===== src/rtl/flash_prog_pkg.sv =====
`timescale 1ns/1ps
package flash_prog_pkg;
  typedef enum logic [1:0] {
    SPACE_USER = 2'b00,
    SPACE_XROW = 2'b01,
    SPACE_SEC  = 2'b10,
    SPACE_NONE = 2'b11
  } space_e;

  typedef enum logic [1:0] {
    SEQ_IDLE,
    SEQ_ERASE,
    SEQ_PROG,
    SEQ_WAIT
  } seq_e;

  localparam logic [3:0] KEY_FIRST  = 4'h5;
  localparam logic [3:0] KEY_SECOND = 4'hA;
endpackage


===== src/rtl/flash_unlock.sv =====
`timescale 1ns/1ps
module flash_unlock
  import flash_prog_pkg::*;
(
  input  logic       clk_i,
  input  logic       rst_ni,
  input  logic       wr_i,
  input  logic [3:0] key_i,
  input  logic [1:0] space_i,
  output logic       launch_o
);
  logic armed_q;

  assign launch_o = wr_i && armed_q && (key_i == KEY_SECOND) &&
                    (space_i != SPACE_NONE);

  // every accepted control write re-evaluates the arm state
  always_ff @(posedge clk_i or negedge rst_ni) begin
    if (!rst_ni)   armed_q <= 1'b0;
    else if (wr_i) armed_q <= (key_i == KEY_FIRST);
  end
endmodule


===== src/rtl/flash_page_buf.sv =====
`timescale 1ns/1ps
module flash_page_buf #(
  parameter int OFS_W  = 7,
  parameter int PAGE_W = 8,
  parameter int DATA_W = 8
) (
  input  logic                    clk_i,
  input  logic                    rst_ni,
  input  logic                    we_i,
  input  logic [PAGE_W+OFS_W-1:0] addr_i,
  input  logic [DATA_W-1:0]       wdata_i,
  input  logic                    clr_i,
  input  logic [OFS_W-1:0]        rd_ofs_i,
  output logic [DATA_W-1:0]       rd_data_o,
  output logic                    rd_loaded_o,
  output logic [PAGE_W-1:0]       page_o
);
  localparam int DEPTH = 1 << OFS_W;

  logic [DATA_W-1:0] data_q [DEPTH];
  logic [DEPTH-1:0]  loaded_q;
  logic [PAGE_W-1:0] page_q;
  logic [OFS_W-1:0]  wr_ofs;

  assign wr_ofs = addr_i[OFS_W-1:0];

  always_ff @(posedge clk_i) begin
    if (we_i) data_q[wr_ofs] <= wdata_i;
  end

  for (genvar g = 0; g < DEPTH; g++) begin : g_flag
    always_ff @(posedge clk_i or negedge rst_ni) begin
      if (!rst_ni)                            loaded_q[g] <= 1'b0;
      else if (clr_i)                         loaded_q[g] <= 1'b0;
      else if (we_i && wr_ofs == OFS_W'(g))   loaded_q[g] <= 1'b1;
    end
  end

  always_ff @(posedge clk_i or negedge rst_ni) begin
    if (!rst_ni)   page_q <= '0;
    else if (we_i) page_q <= addr_i[PAGE_W+OFS_W-1:OFS_W];
  end

  assign rd_data_o   = data_q[rd_ofs_i];
  assign rd_loaded_o = loaded_q[rd_ofs_i];
  assign page_o      = page_q;
endmodule


===== src/rtl/flash_prog_seq.sv =====
`timescale 1ns/1ps
module flash_prog_seq
  import flash_prog_pkg::*;
#(
  parameter int OFS_W       = 7,
  parameter int PAGE_W      = 8,
  parameter int DATA_W      = 8,
  parameter int PROG_CYCLES = 64
) (
  input  logic                    clk_i,
  input  logic                    rst_ni,
  input  logic                    launch_i,
  input  logic [1:0]              space_i,
  input  logic [PAGE_W-1:0]       page_i,
  input  logic [DATA_W-1:0]       rd_data_i,
  input  logic                    rd_loaded_i,
  output logic [OFS_W-1:0]        rd_ofs_o,
  output logic                    busy_o,
  output logic                    done_o,
  output logic                    mem_erase_o,
  output logic                    mem_we_o,
  output logic [1:0]              mem_space_o,
  output logic [PAGE_W+OFS_W-1:0] mem_addr_o,
  output logic [DATA_W-1:0]       mem_wdata_o,
  output logic [DATA_W-1:0]       mem_mask_o
);
  localparam int               CNT_W    = $clog2(PROG_CYCLES + 1);
  localparam int               RO_BITS  = DATA_W / 2;
  localparam logic [OFS_W-1:0] OFS_LAST = '1;

  seq_e             state_q;
  space_e           space_q;
  logic [OFS_W-1:0] ofs_q;
  logic [CNT_W-1:0] cnt_q;
  logic             elig;

  always_ff @(posedge clk_i or negedge rst_ni) begin
    if (!rst_ni) begin
      state_q <= SEQ_IDLE;
      space_q <= SPACE_USER;
      ofs_q   <= '0;
      cnt_q   <= '0;
    end else begin
      unique case (state_q)
        SEQ_IDLE: if (launch_i) begin
          state_q <= SEQ_ERASE;
          ofs_q   <= '0;
          space_q <= space_e'(space_i);
        end
        SEQ_ERASE: begin
          ofs_q <= ofs_q + 1'b1;
          if (ofs_q == OFS_LAST) state_q <= SEQ_PROG;
        end
        SEQ_PROG: begin
          ofs_q <= ofs_q + 1'b1;
          if (ofs_q == OFS_LAST) begin
            state_q <= SEQ_WAIT;
            cnt_q   <= CNT_W'(PROG_CYCLES - 1);
          end
        end
        SEQ_WAIT: begin
          if (cnt_q == '0) state_q <= SEQ_IDLE;
          else             cnt_q   <= cnt_q - 1'b1;
        end
        default: state_q <= SEQ_IDLE;
      endcase
    end
  end

  // security space uses buffer byte 0 only
  assign elig = rd_loaded_i && ((space_q != SPACE_SEC) || (ofs_q == '0));

  always_comb begin
    unique case (space_q)
      SPACE_USER: mem_addr_o = {page_i, ofs_q};
      SPACE_XROW: mem_addr_o = {{PAGE_W{1'b0}}, ofs_q};
      default:    mem_addr_o = '0;
    endcase
  end

  assign mem_mask_o  = (space_q == SPACE_SEC) ?
                       {{(DATA_W-RO_BITS){1'b1}}, {RO_BITS{1'b0}}} : '1;
  assign mem_erase_o = (state_q == SEQ_ERASE) && elig;
  assign mem_we_o    = (state_q == SEQ_PROG) && elig;
  assign mem_wdata_o = rd_data_i;
  assign mem_space_o = space_q;
  assign rd_ofs_o    = ofs_q;
  assign busy_o      = (state_q != SEQ_IDLE);
  assign done_o      = (state_q == SEQ_WAIT) && (cnt_q == '0);
endmodule


===== src/rtl/flash_page_prog.sv =====
`timescale 1ns/1ps
module flash_page_prog #(
  parameter int OFS_W       = 7,
  parameter int PAGE_W      = 8,
  parameter int DATA_W      = 8,
  parameter int PROG_CYCLES = 64
) (
  input  logic                    clk_i,
  input  logic                    rst_ni,
  input  logic                    ctl_we_i,
  input  logic [7:0]              ctl_wdata_i,
  output logic [7:0]              ctl_rdata_o,
  input  logic                    buf_we_i,
  input  logic [PAGE_W+OFS_W-1:0] buf_addr_i,
  input  logic [DATA_W-1:0]       buf_wdata_i,
  output logic                    mem_erase_o,
  output logic                    mem_we_o,
  output logic [1:0]              mem_space_o,
  output logic [PAGE_W+OFS_W-1:0] mem_addr_o,
  output logic [DATA_W-1:0]       mem_wdata_o,
  output logic [DATA_W-1:0]       mem_mask_o,
  output logic                    cpu_stall_o
);
  logic [3:0]        key_q;
  logic              map_q;
  logic [1:0]        space_q;
  logic              busy, done, launch, ctl_wr, buf_wr;
  logic [OFS_W-1:0]  rd_ofs;
  logic [DATA_W-1:0] rd_data;
  logic              rd_loaded;
  logic [PAGE_W-1:0] page;

  assign ctl_wr = ctl_we_i && !busy;
  assign buf_wr = buf_we_i && map_q && !busy;

  always_ff @(posedge clk_i or negedge rst_ni) begin
    if (!rst_ni) begin
      key_q   <= '0;
      map_q   <= 1'b0;
      space_q <= '0;
    end else if (ctl_wr) begin
      key_q   <= ctl_wdata_i[7:4];
      map_q   <= ctl_wdata_i[3];
      space_q <= ctl_wdata_i[2:1];
    end
  end

  assign ctl_rdata_o = {key_q, map_q, space_q, busy};
  assign cpu_stall_o = busy;

  flash_unlock u_unlock (
    .clk_i    (clk_i),
    .rst_ni   (rst_ni),
    .wr_i     (ctl_wr),
    .key_i    (ctl_wdata_i[7:4]),
    .space_i  (ctl_wdata_i[2:1]),
    .launch_o (launch)
  );

  flash_page_buf #(.OFS_W(OFS_W), .PAGE_W(PAGE_W), .DATA_W(DATA_W)) u_buf (
    .clk_i       (clk_i),
    .rst_ni      (rst_ni),
    .we_i        (buf_wr),
    .addr_i      (buf_addr_i),
    .wdata_i     (buf_wdata_i),
    .clr_i       (done),
    .rd_ofs_i    (rd_ofs),
    .rd_data_o   (rd_data),
    .rd_loaded_o (rd_loaded),
    .page_o      (page)
  );

  flash_prog_seq #(.OFS_W(OFS_W), .PAGE_W(PAGE_W), .DATA_W(DATA_W),
                   .PROG_CYCLES(PROG_CYCLES)) u_seq (
    .clk_i       (clk_i),
    .rst_ni      (rst_ni),
    .launch_i    (launch),
    .space_i     (ctl_wdata_i[2:1]),
    .page_i      (page),
    .rd_data_i   (rd_data),
    .rd_loaded_i (rd_loaded),
    .rd_ofs_o    (rd_ofs),
    .busy_o      (busy),
    .done_o      (done),
    .mem_erase_o (mem_erase_o),
    .mem_we_o    (mem_we_o),
    .mem_space_o (mem_space_o),
    .mem_addr_o  (mem_addr_o),
    .mem_wdata_o (mem_wdata_o),
    .mem_mask_o  (mem_mask_o)
  );
endmodule


===== config.mk =====
export PLATFORM = sky130hd
export DESIGN_NAME = flash_page_prog
export DESIGN_NICKNAME = d
export VERILOG_FILES = /design/src/rtl/flash_prog_pkg.sv /design/src/rtl/flash_unlock.sv /design/src/rtl/flash_page_buf.sv /design/src/rtl/flash_prog_seq.sv /design/src/rtl/flash_page_prog.sv
export SDC_FILE = /design/constraint.sdc
export NUM_CORES = 1
export LEC_CHECK = 0
export BUFFER_PORTS_ARGS = -buffer_cell sky130_fd_sc_hd__buf_4
export CORE_MARGIN = 2
export CORE_UTILIZATION = 40
export CTS_BUF_LIST = sky130_fd_sc_hd__clkbuf_2
export DETAILED_ROUTE_END_ITERATION = 10
export HOLD_SLACK_MARGIN = 0.15
export MAX_ROUTING_LAYER = met4
export RECOVER_POWER = 50
export SYNTH_ARGS = -nofsm -noshare
export SYNTH_HDL_FRONTEND = slang
export SYNTH_SLANG_ARGS = --single-unit

===== constraint.sdc =====
create_clock -name clk_i -period 6.4 [get_ports clk_i]
set_input_delay 0.96 -clock clk_i [delete_from_list [all_inputs] [get_ports clk_i]]
set_output_delay 0.96 -clock clk_i [all_outputs]
set_load 0.005 [all_outputs]

**After elaboration in Yosys (flattened, before gate mapping)**

Memory sizes are Yosys's and may differ from the RTL's.
Cells that the tools add are included.

- Bits in registers: 162
- Bits in latches: 0
- RAM bits: 1,024
- Memory bits (read-only): 0
- Bits of input ports: 35
- Output and inout port bits: 44
- Word-level logic and storage cells: 836
- Memories kept: 1

- Add/sub/neg operators: 2
- Multiply operators: 0
- Div/mod/pow operators: 0
- Magnitude comparators: 1
- Equal/unequal tests: 142
- Shift-type cells: 0
- Muxes and demuxes: 272
- Bitwise gates (word level): 0
- Reductions and logical operators: 281

Memories:

| name | depth | width | rd ports | clocked after Yosys merged registers in | write ports | RTL line | RTL |
|---|---|---|---|---|---|---|---|
| u_buf.data_q | 128 | 8 | 1 | 0 | 1 | flash_page_buf.sv:20 | `logic [DATA_W-1:0] data_q [DEPTH];` |

Operators by type and width:

| operator | count |
|---|---|
| $eq A7 B7 Y1 const B | 65 |
| $reduce_bool A2 Y1 | 131 |
| $mux W1 | 259 |
| $eq A7 B6 Y1 const B | 32 |
| $logic_and A1 B1 Y1 | 138 |
| $eq A7 B5 Y1 const B | 16 |
| $eq A7 B4 Y1 const B | 8 |
| $pmux W15 S2 | 1 |
| $eq A7 B3 Y1 const B | 4 |
| $pmux W7 S2 | 2 |
| $logic_not A7 Y1 | 3 |
| $mux W7 | 3 |
| $eq A7 B2 Y1 const B | 2 |
| $lt A7 B8 Y1 const B | 1 |
| $mux W2 | 4 |
| $ne A2 B2 Y1 const B | 4 |
| $pmux W2 S4 | 1 |
| $add A7 B1 Y7 const B | 1 |
| $bmux W1 S7 | 1 |
| $eq A7 B1 Y1 const B | 1 |
| $sub A7 B1 Y7 const B | 1 |
| $eq A2 B2 Y1 const B | 3 |
| $ne A2 B1 Y1 const B | 3 |
| $eq A2 B1 Y1 const B | 2 |
| other kinds (10) | 12 |

**Depth between registers and ports, before layout**

Gate-level depths: netlist of run 1.

- Word-level depth: 8
- Depth in mapped cells: 11
- Gate-level depth less buffers: 8

**By module**

A second synthesis of run 1 with hierarchy kept.

- Cells, all modules: 2,285
- Area, all modules: 46,888.7 um^2

Modules (own cells, without submodules):

| module | instances | cells each | area each (um^2) | seq. area each (um^2) |
|---|---|---|---|---|
| flash_page_buf | 1 | 2,111 | 45,195.8 | 34,152.8 |
| flash_prog_seq | 1 | 147 | 1,306.3 | 450.4 |
| flash_page_prog | 1 | 20 | 320.3 | 175.2 |
| flash_unlock | 1 | 7 | 66.3 | 25.0 |

**Worst setup path after synthesis of run 1**

Ideal clock, no wire load.

- Path kind: reg2out
- Start point: reg u_seq.ofs_q[0] (netlist: u_seq.rd_ofs_o[0])
- End point: out mem_wdata_o[6]
- Arrival: 2.096 ns
- Required time: 5.440 ns
- Path slack: 3.344 ns
- Stages on the path, launching flop included: 8
- Path buffers: 3
- Cells stage by stage: dfrtp_1 > buf_6 > buf_12 > buf_6 > mux4_2 > mux4_2 > o211ai_1 > a22oi_1

- Longest elaborated chain between the ends: 1

Ends and longest elaborated chain:

| what | RTL line | RTL |
|---|---|---|
| from (decl) | flash_prog_seq.sv:33 | `logic [OFS_W-1:0] ofs_q;` |
| from (signal assigned) | flash_prog_seq.sv:51 | `ofs_q <= ofs_q + 1'b1;` |
| from (signal assigned) | flash_prog_seq.sv:55 | `ofs_q <= ofs_q + 1'b1;` |
| $mem_v2 Z128 W8 | - |  |
| to (decl) | flash_page_prog.sv:20 | `output logic [DATA_W-1:0] mem_wdata_o,` |

Every way passes these cells.

**Worst setup path in the final report of run 1**

- Start point: reg u_seq.ofs_q[4] (netlist: u_seq.rd_ofs_o[4])
- End point: out mem_wdata_o[7]

The elaborated chain is that of the path after synthesis.

==> results of run 1 <==
==> routing by layer <==
| layer | track usage, % | wire (um) |
|---|---|---|
| met2 | 32.4 | 58900 |
| met4 | 6.85 | 3110 |
| met1 | 26.7 | 49800 |
| met3 | 5.28 | 10200 |
| met5 | - | 0 |
==> cell usage after synthesis (all sizes together), types with 3 or more instances <==
cell type / n
o21a: 128
a211oi: 9
a41oi: 3
inv: 9
a32oi: 5
dfrtp: 162
a22oi: 34
nand2b: 5
nor3: 12
nor2: 156
mux4: 255
mux2i: 157
and3: 4
o22a: 4
and2: 19
o2111ai: 4
nand3: 33
clkbuf: 49
o211ai: 7
mux2: 32
edfxtp: 1024
nand2: 74
a21oi: 34
a31oi: 14
o22ai: 13
a221oi: 6
nand4: 7
o32ai: 4
ha: 9
nor2b: 17
a221o: 3
o21ai: 23
a22o: 8
buf: 96
==> what timing repair did <==
action	in CTS	in global routing
buffers inserted	1	0
hold buffers	57	0
resized for setup	1	0
endpoints found under the setup margin	3	0
endpoints found under the hold margin	605	0
==> metrics by stage <==
stage / hold WS (ns) / utilization, % / cell area [sq um] / total power, mW / std cells
floorplan: 0.451 / - / 47500 / 8.57 / 2446
global placement: 0.467 / 41.9 / 49400 / 8.73 / 3961
detailed placement: 0.472 / 41.9 / 49400 / 8.74 / 3961
CTS: 0.158 / 44.8 / 52800 / 13.8 / 4558
global route: 0.176 / 44.7 / 52700 / 14.3 / 4567
finish: 0.314 / 44.7 / 52700 / 13.7 / 4570
==> state kept, by name, summed over array words and instances (netlist names) <==
| register | flops |
|---|---|
| key_q | 4 |
| map_q | 1 |
| space_q | 2 |
| u_buf.data_q | 1024 |
| u_buf.loaded_q | 128 |
| u_buf.page_o | 8 |
| u_seq.cnt_q | 7 |
| u_seq.mem_space_o | 2 |
| u_seq.rd_ofs_o | 7 |
| u_seq.state_q | 2 |
| u_unlock.armed_q | 1 |
==> final cells by class <==
class / count / area (sq um)
clock inverters: 84 / 462
flip-flops and latches: 1186 / 34800
well taps: 1536 / 1920
multi-input cells: 1104 / 11600
diodes: 12 / 30.0
inverters: 10 / 37.5
clock buffers: 455 / 2280
repair buffers: 183 / 1570
fillers: 10200 / 65200
==> worst reg2reg max path: stages (launching register included) <==
cell and delay [ns]:
dfrtp_1 0.44, inv_1 0.12, ha_1 0.24, and3_1 0.50, nor2b_1 0.42, nand3_1 0.68, buf_4 0.52, nor2_1 0.78
==> cells in the final DEF (no fill, tap or decap), types with 5 or more instances in the layout <==
cell	netlist	final
a211oi_1	9	9
a21oi_1	34	34
a22o_1	8	8
a22oi_1	34	34
a31oi_1	14	14
a32oi_1	5	5
and2_1	19	19
buf_12	10	10
buf_4	22	97
bufinv_16	0	5
clkbuf_1	48	19
clkbuf_2	0	456
clkinv_1	1	63
clkinv_2	0	9
dfrtp_1	162	157
diode_2	0	12
dlygate4sd3_1	0	56
edfxtp_1	1024	1024
ha_1	9	9
inv_1	9	9
inv_2	0	7
mux2_2	32	32
mux2i_1	157	157
mux4_1	16	16
mux4_2	239	239
nand2_1	74	71
nand2b_1	5	5
nand3_1	33	33
nand4_1	7	7
nor2_1	156	155
nor2b_1	17	16
nor3_1	12	11
o211ai_1	7	7
o21a_1	128	128
o21ai_0	19	19
o22ai_1	13	13
==> how the worst max path moves through the flow <==
stage / from / end / slack, ns / depth (start not counted)
finish: u_seq.rd_ofs_o[4] / mem_wdata_o[7] / 0.20 / 7
global route: u_seq.rd_ofs_o[4] / mem_wdata_o[7] / 0.02 / 7
CTS: u_seq.rd_ofs_o[2] / mem_we_o / 0.04 / 8
detailed placement: u_seq.rd_ofs_o[1] / mem_we_o / 1.63 / 7
global placement: u_seq.rd_ofs_o[1] / mem_erase_o / 1.60 / 7
floorplan: u_seq.rd_ofs_o[0] / mem_wdata_o[6] / 3.34 / 7
==> cell families (layout without fill, tap and decap cells) <==
family                     Yosys count  in the layout  share of synthesized area (%)
DFF                               1186           1186                           73.3
muxes                              444            444                           16.3
and+or+nand+nor                    337            337                           3.14
AOI/OAI and AO/OA                  310            310                           4.71
buffers and inverters              156            732                           2.30
adders and majority gates            9              9                          0.237
other                                1             16                        0.00790
==> power by group through the flow <==
| stage | clock network, mW | logic, mW | registers [mW] |
|---|---|---|---|
| finish | 5.11 | 0.194 | 8.40 |
| global route | 5.65 | 0.212 | 8.41 |
| CTS | 5.24 | 0.203 | 8.39 |
| detailed placement | 0 | 0.178 | 8.56 |
| global placement | 0 | 0.165 | 8.56 |
| floorplan | 0 | 0.0114 | 8.56 |
==> flow_metrics.env, run 1 <==
export IMPL_globalRouteTotalUtil_pct=20.8
export IMPL_fp_dieH_um=349
export IMPL_portBuffers=73
export IMPL_synthFlopType="edfxtp_1"
export IMPL_cts_root_buf="clkbuf_2"
export IMPL_synth_distinct_cells=62
export IMPL_synth_edf_count=1024
export IMPL_ioPinCount=79
export IMPL_drv_cap=19
export IMPL_p_leak_nw=18.6
export IMPL_synth_top_area_cell="edfxtp_1"
export IMPL_violations="capacitance limit, slew limit"
export IMPL_postSynthCellCount=2443
export IMPL_numCtsBuffers=318
export IMPL_cp_slowest_stage_delay_ns=0.79
export IMPL_required_ns=5.44
export IMPL_post_route_min_period_ns=6.20
export IMPL_worstPathCellList="inv_1, nor2_1, nand2_1, o2111ai_1, a21oi_1, nor3_1, buf_4"
export IMPL_ys_seq_area_share_pct=73.3
export IMPL_setup_viol=0
export IMPL_place_ws_ns=1.63
export IMPL_rr_startpoint="u_seq.state_q[1]"
export IMPL_p_sw_mw=3.18
export IMPL_dp_hpwl_um=71900
export IMPL_drtIter0Drc=2699
export IMPL_finalHoldViolations=0
export IMPL_routabilityCongestion=0.831
export IMPL_slew_headroom_pct=-166
export IMPL_num_rows=126
export IMPL_start_util_pct=40.3
export IMPL_drc=0
export IMPL_setup_tns_ns=0
export IMPL_slowest_stage="nor2_1"
export IMPL_ys_ff_latch=1186
export IMPL_syn_area_sq_um=47500
export IMPL_clkPwrFrac_pct=37.3
export IMPL_tightest_slew_ns=3.98
export IMPL_final_max_slew_viol_count=1216
export IMPL_synthTopCellsByArea="edfxtp_1, mux4_2, dfrtp_1"
export IMPL_htree_levels=5
export IMPL_vias=25700
export IMPL_whs_endpoint="u_buf.data_q[92][3]"
export IMPL_synth_top_area_share_pct=64.8
export IMPL_fin_worst_skew_ns=0.109
export IMPL_clkLatencyLatePin_ns=1.61
export IMPL_hp_class="in -> reg"
export IMPL_r2r_cells=7
export IMPL_cts_max_path_buffers=4
export IMPL_powerDensity_nw_per_um2=260
export IMPL_viasPerCell=5.62
export IMPL_ant_nets=0
export IMPL_fmax_ghz=0.161
export IMPL_wl_um=122000
export IMPL_rsz0062_at_grt="false"
export IMPL_cts_tree="built"
export IMPL_p_int_mw=10.5
export IMPL_end_kind="output port"
export IMPL_min_period_over_period_pct=96.9
export IMPL_arrival_ns=5.24
export IMPL_status="finished, violations left"
export IMPL_core_area_sq_um=118000
export IMPL_grt_ovfl_total=0
export IMPL_nets=2847
export IMPL_grt_pass1_vias=26800
export IMPL_grt_max_degree=91
export IMPL_yosysWarningCount=0
export IMPL_antenna_found_initial=6
export IMPL_clkSlewWorstSetupHoldPaths_ns=0.10
export IMPL_wl_per_cell_um=26.7
export IMPL_timing_rr_end="u_buf.data_q[21][3]"
export IMPL_layout_drive_gt1_share_pct=28.8
export IMPL_layout_setup_ws_ns=0.195
export IMPL_peakVddDrop_uv=164
export IMPL_critPathBufInv=2
export IMPL_dieArea_sq_um=121000
export IMPL_hold_depth=3
export IMPL_first_pass_iters=8
export IMPL_async_reset_ff_share_pct=13.7
export IMPL_cp_start_kind="flip-flop"
export IMPL_grt_pass1_wl_um=177000
export IMPL_p_seq_share_pct=61.3
export IMPL_switching_share_pct=23.2
export IMPL_syn_avg_cell_area_sq_um=19.4
export IMPL_r2r_slack_ns=2.24
export IMPL_crit_type="reg -> out"
export IMPL_cp_top_family="simple AND/OR/NAND/NOR gates"
export IMPL_cts_sinks=1186
export IMPL_areaGrowthSynthToFinish_pct=11.0
export IMPL_die_x_um=349
export IMPL_cp_max_fo=19
export IMPL_hold_start="buf_addr_i[4]"
export IMPL_comb_power_share_pct=1.4
Power figures use the tool's default switching activity.
==> run 2: changes to the inputs <==
Settings changed: CORE_UTILIZATION 40 to 45.
Clock period 6.4 ns to 5.83 ns, I/O delays scaled along.
==> flow_metrics.env, run 2 (synthesis results as in run 1) <==
export IMPL_status="finished, violations left"
export IMPL_violations="capacitance limit, slew limit"
export IMPL_fin_worst_skew_ns=0.109
export IMPL_post_route_min_period_ns=5.67
export IMPL_drtIter0Drc=2705
export IMPL_required_ns=4.96
export IMPL_whs_ns=0.319
export IMPL_cts_tree="built"
export IMPL_num_rows=119
export IMPL_fmax_ghz=0.177
export IMPL_layout_commonest_cell="edfxtp_1"
export IMPL_hp_class="in -> reg"
export IMPL_die_x_um=329
export IMPL_crit_type="reg -> out"
export IMPL_finalHoldViolations=0
export IMPL_powerDensity_nw_per_um2=282
export IMPL_setup_tns_ns=0
export IMPL_clkLatencyLatePin_ns=1.54
export IMPL_r2r_slack_ns=1.23
export IMPL_portBuffers=73
export IMPL_regMostFlops="u_buf.data_q"
export IMPL_peakVddDrop_uv=144
export IMPL_core_area_sq_um=105000
export IMPL_grt_pass1_vias=26600
export IMPL_viasPerCell=5.80
export IMPL_layout_drive_gt1_share_pct=30.1
export IMPL_fin_util_pct=50.2
export IMPL_end_kind="output port"
export IMPL_cts_sinks=1186
export IMPL_globalRouteTotalUtil_pct=23.4
export IMPL_slew_headroom_pct=-188
export IMPL_areaGrowthSynthToFinish_pct=11.0
export IMPL_ant_nets=0
export IMPL_dpl_cell_count=3853
export IMPL_htree_levels=5
export IMPL_fp_dieH_um=329
export IMPL_nets=2877
export IMPL_grt_pass1_wl_um=177000
export IMPL_ioPinCount=79
export IMPL_start_util_pct=45.2
export IMPL_drv_cap=17
export IMPL_numCtsBuffers=311
export IMPL_setup_viol=0
export IMPL_largest_register_ffs=1024
export IMPL_dieArea_sq_um=108000
export IMPL_drc=0
export IMPL_arrival_ns=4.79
export IMPL_antenna_found_initial=3
export IMPL_cp_start_kind="flip-flop"
export IMPL_final_cell_mix="edfxtp_1, clkbuf_2, mux4_2, mux2i_1, dfrtp_1"
export IMPL_cts_root_buf="clkbuf_2"
export IMPL_first_pass_iters=6
export IMPL_min_period_over_period_pct=97.2
export IMPL_placed_cell_area_sq_um=49500
export IMPL_dp_hpwl_um=73500
export IMPL_vias=25800
export IMPL_final_cell_area_sq_um=52700
export IMPL_tightest_slew_ns=4.33
export IMPL_grt_max_degree=89
export IMPL_grt_ovfl_total=0
export IMPL_cp_max_fo=33
export IMPL_clkSlewWorstSetupHoldPaths_ns=0.09
export IMPL_wl_per_cell_um=27.2
export IMPL_cts_max_path_buffers=4
export IMPL_finalNonFillerCells=4446
export IMPL_final_max_slew_viol_count=1103
export IMPL_routabilityCongestion=0.851
export IMPL_p_leak_nw=18.8
export IMPL_wl_um=121000
-- run 2: critical path, cell delays in order, from the launching register on --
cell and delay [ns]:
dfrtp_4 0.73, buf_4 0.61, mux4_2 0.41, mux2i_1 0.45, o221ai_1 0.20, nor3_1 0.42
buf_4 0.22, nor3b_1 0.07, buf_4 0.16
-- run 2: area by class of cell --
class	instances	area [sq um]
fill	8698	52300
sequential	1186	34800
multi-input combinational	1104	11600
clock buffer	459	2300
timing repair buffer	220	1820
tap	1391	1740
clock inverter	68	320
inverter	10	37.5
antenna	8	20.0
-- run 2: repair_timing --
action	4_1_cts	5_1_grt
hold endpoints to repair	836	0
hold buffers	55	0
setup endpoints to repair	10	2
resized for setup	8	2
pin swaps	0	0
buffers inserted	3	0
-- run 2: final timing paths --
| check | endpoint | cells past startpoint | from |
|---|---|---|---|
| worst max-delay path | mem_we_o | 8 | u_seq.rd_ofs_o[2] |
| worst min-delay path | u_unlock.armed_q | 4 | ctl_wdata_i[5] |
| worst max register to register | u_buf.data_q[42][2] | 6 | u_seq.state_q[0] |
| worst min register to register | u_buf.loaded_q[62] | 1 | u_buf.loaded_q[62] |
| max in group asynchronous | u_seq.rd_ofs_o[1] | 4 | rst_ni |
| min in group asynchronous | u_buf.loaded_q[32] | 4 | rst_ni |
-- run 2: metrics by stage --
stage	worst slack, ns	total power, mW
4_1_cts	0.0173	15.0
3_5_place_dp	1.40	9.60
6_report	0.165	14.9
3_3_place_gp	1.40	9.58
2_1_floorplan	2.86	9.41
5_1_grt	-0.0431	15.5
-- run 2: power by group --
| part | switching, mW | internal [mW] |
|---|---|---|
| Combinational | 0.177 | 0.0374 |
| Sequential | 0 | 9.22 |
| Clock | 3.25 | 2.17 |
-- run 2: layer usage --
metal / routed length (um) / vias up / track usage (%) / share of wire (%)
li1: - / 10900 / - / -
met1: 50600 / 13500 / 31.7 / 42
met2: 58200 / 1149 / 35.4 / 48
met3: 8880 / 232 / 4.73 / 7.3
met4: 3220 / 0 / 8.13 / 2.7
met5: 0 / - / - / 0
==> run 3: changes to the inputs <==
Settings changed: CORE_ASPECT_RATIO from default to 1.75.
==> flow_metrics.env, run 3 (synthesis results as in run 1) <==
export IMPL_dpl_cell_count=3797
export IMPL_status="finished, violations left"
export IMPL_clkSlewWorstSetupHoldPaths_ns=0.11
export IMPL_r2r_slack_ns=1.68
export IMPL_clkLatencyLatePin_ns=1.58
export IMPL_drv_cap=17
export IMPL_hold_depth=6
export IMPL_htree_levels=5
export IMPL_globalRouteMet3Util_pct=4.77
export IMPL_critPathLaunch="u_seq.rd_ofs_o[3]"
export IMPL_start_util_pct=45.3
export IMPL_cts_tree="built"
export IMPL_cts_max_path_buffers=4
export IMPL_vias=25300
export IMPL_finalHoldViolations=0
export IMPL_slew_headroom_pct=-159
export IMPL_nets=2836
export IMPL_drc=0
export IMPL_fp_dieH_um=434
export IMPL_arrival_ns=4.78
export IMPL_grt_max_degree=113
export IMPL_largest_register_ffs=1024
export IMPL_globalRouteTotalUtil_pct=23.9
export IMPL_cp_start_kind="flip-flop"
export IMPL_num_rows=157
export IMPL_multi_input_area_sq_um=11700
export IMPL_required_ns=4.96
export IMPL_end_kind="output port"
export IMPL_fin_worst_skew_ns=0.0757
export IMPL_die_x_um=250
export IMPL_violations="capacitance limit, slew limit"
export IMPL_crit_type="reg -> out"
export IMPL_areaGrowthSynthToFinish_pct=10.4
export IMPL_layout_drive_gt1_share_pct=28.5
export IMPL_wl_um=123000
export IMPL_busiest_layer="met2"
export IMPL_routabilityCongestion=0.848
export IMPL_grt_pass1_vias=27000
export IMPL_min_period_over_period_pct=96.9
export IMPL_cp_max_fo=52
export IMPL_portBuffers=73
export IMPL_layout_commonest_cell="edfxtp_1"
export IMPL_cts_sinks=1186
export IMPL_dieArea_sq_um=108000
export IMPL_setup_viol=0
export IMPL_seqCellArea_sq_um=34800
export IMPL_regMostFlops="u_buf.data_q"
export IMPL_post_route_min_period_ns=5.65
export IMPL_final_cell_mix="edfxtp_1, clkbuf_2, mux4_2, dfrtp_1, nor2_1"
export IMPL_fmax_ghz=0.177
export IMPL_wl_per_cell_um=28.5
export IMPL_hp_class="in -> reg"
export IMPL_peakVddDrop_uv=145
export IMPL_core_area_sq_um=105000
export IMPL_p_leak_nw=18.5
export IMPL_numCtsBuffers=274
export IMPL_viasPerCell=5.84
export IMPL_antenna_found_initial=3
export IMPL_powerDensity_nw_per_um2=276
export IMPL_use_met2_pct=41.7
export IMPL_nFillCells=8621
export IMPL_ioPinCount=79
export IMPL_whs_ns=0.427
export IMPL_hold_start="buf_addr_i[0]"
export IMPL_finalNonFillerCells=4336
export IMPL_grt_pass1_wl_um=180000
export IMPL_r2r_cells=6
export IMPL_first_pass_iters=5
export IMPL_final_max_slew_viol_count=1157
export IMPL_dp_hpwl_um=75400
export IMPL_tightest_slew_ns=3.88
export IMPL_grt_ovfl_total=0
export IMPL_ant_nets=0
export IMPL_cts_root_buf="clkbuf_2"
export IMPL_grt_util_met1_pct=26.5
export IMPL_finalPower_mw=14.4
export IMPL_rr_startpoint="u_seq.state_q[0]"
export IMPL_drtIter0Drc=2008
-- run 3: cell count changes in the layout (fill, tap and decap cells not counted), sizes merged --
cell / previous run / this run
clkinv: 61 / 52
clkinvlp: 1 / 0
bufinv: 2 / 0
buf: 145 / 135
dlygate4sd3: 54 / 62
clkbuf: 480 / 424
inv: 14 / 12
diode: 8 / 10
-- run 3: power breakdown --
group / leakage, nW / switching (mW) / internal (mW) / total (mW)
registers: 11.4 / 0 / 9.23 / 9.23
clock network: 1.79 / 3.18 / 1.83 / 5.01
logic: 5.31 / 0.172 / 0.0362 / 0.208
total: 18.5 / 3.35 / 11.1 / 14.4
-- run 3: layout make-up --
type | instances | area share, %
Sequential cell | 1186 | 66.4
Multi-Input combinational cell | 1104 | 22.2
Clock buffer | 405 | 3.87
Timing Repair Buffer | 216 | 3.70
Tap cell | 1351 | 3.23
Clock inverter | 54 | 0.401
Inverter | 10 | 0.0740
Antenna cell | 10 | 0.0478
-- run 3: path summary, 6_finish.rpt --
path,endpoint
setup reg to reg,u_buf.data_q[93][2]
max in group asynchronous,u_seq.rd_ofs_o[1]
hold reg to reg,u_buf.loaded_q[58]
setup / recovery,mem_wdata_o[6]
hold / removal,u_buf.data_q[104][5]
min in group asynchronous,u_buf.page_o[1]
-- run 3: timing repair --
item | CTS | global route
resized for setup | 12 | 1
hold buffers | 63 | 0
setup endpoints to repair | 10 | 2
endpoints found under the hold margin | 1122 | 0
setup buffers | 6 | 1
pin swaps | 0 | 0
-- run 3: per-layer routing --
layer / routed length (um) / part of all wire (%) / vias up
li1: - / - / 10800
met1: 44300 / 36 / 13200
met2: 66100 / 54 / 1104
met3: 7680 / 6.2 / 292
met4: 5420 / 4.4 / 0
met5: 0 / 0 / -
-- run 3: worst max-delay path, cell delays in order, from the launching register on --
cell and delay, ns:
dfrtp_4 0.95, buf_4 0.49, nor2b_1 0.53, a221oi_1 0.18
a21oi_1 0.52, a22oi_1 0.29, buf_4 0.21
-- run 3: metrics by stage --
stage | instance area, sq um | TNS [ns] | setup slack [ns] | util [%]
final | 52400 | 0 | 0.180 | 50.1
after global routing | 52400 | -0.0456 | -0.0346 | 50.0
after CTS | 52500 | 0 | 0.00885 | 50.1
after detailed placement | 49400 | 0 | 1.39 | 47.2
after global placement | 49400 | 0 | 1.37 | 47.2
after floorplan | 47500 | 0 | 2.86 | -
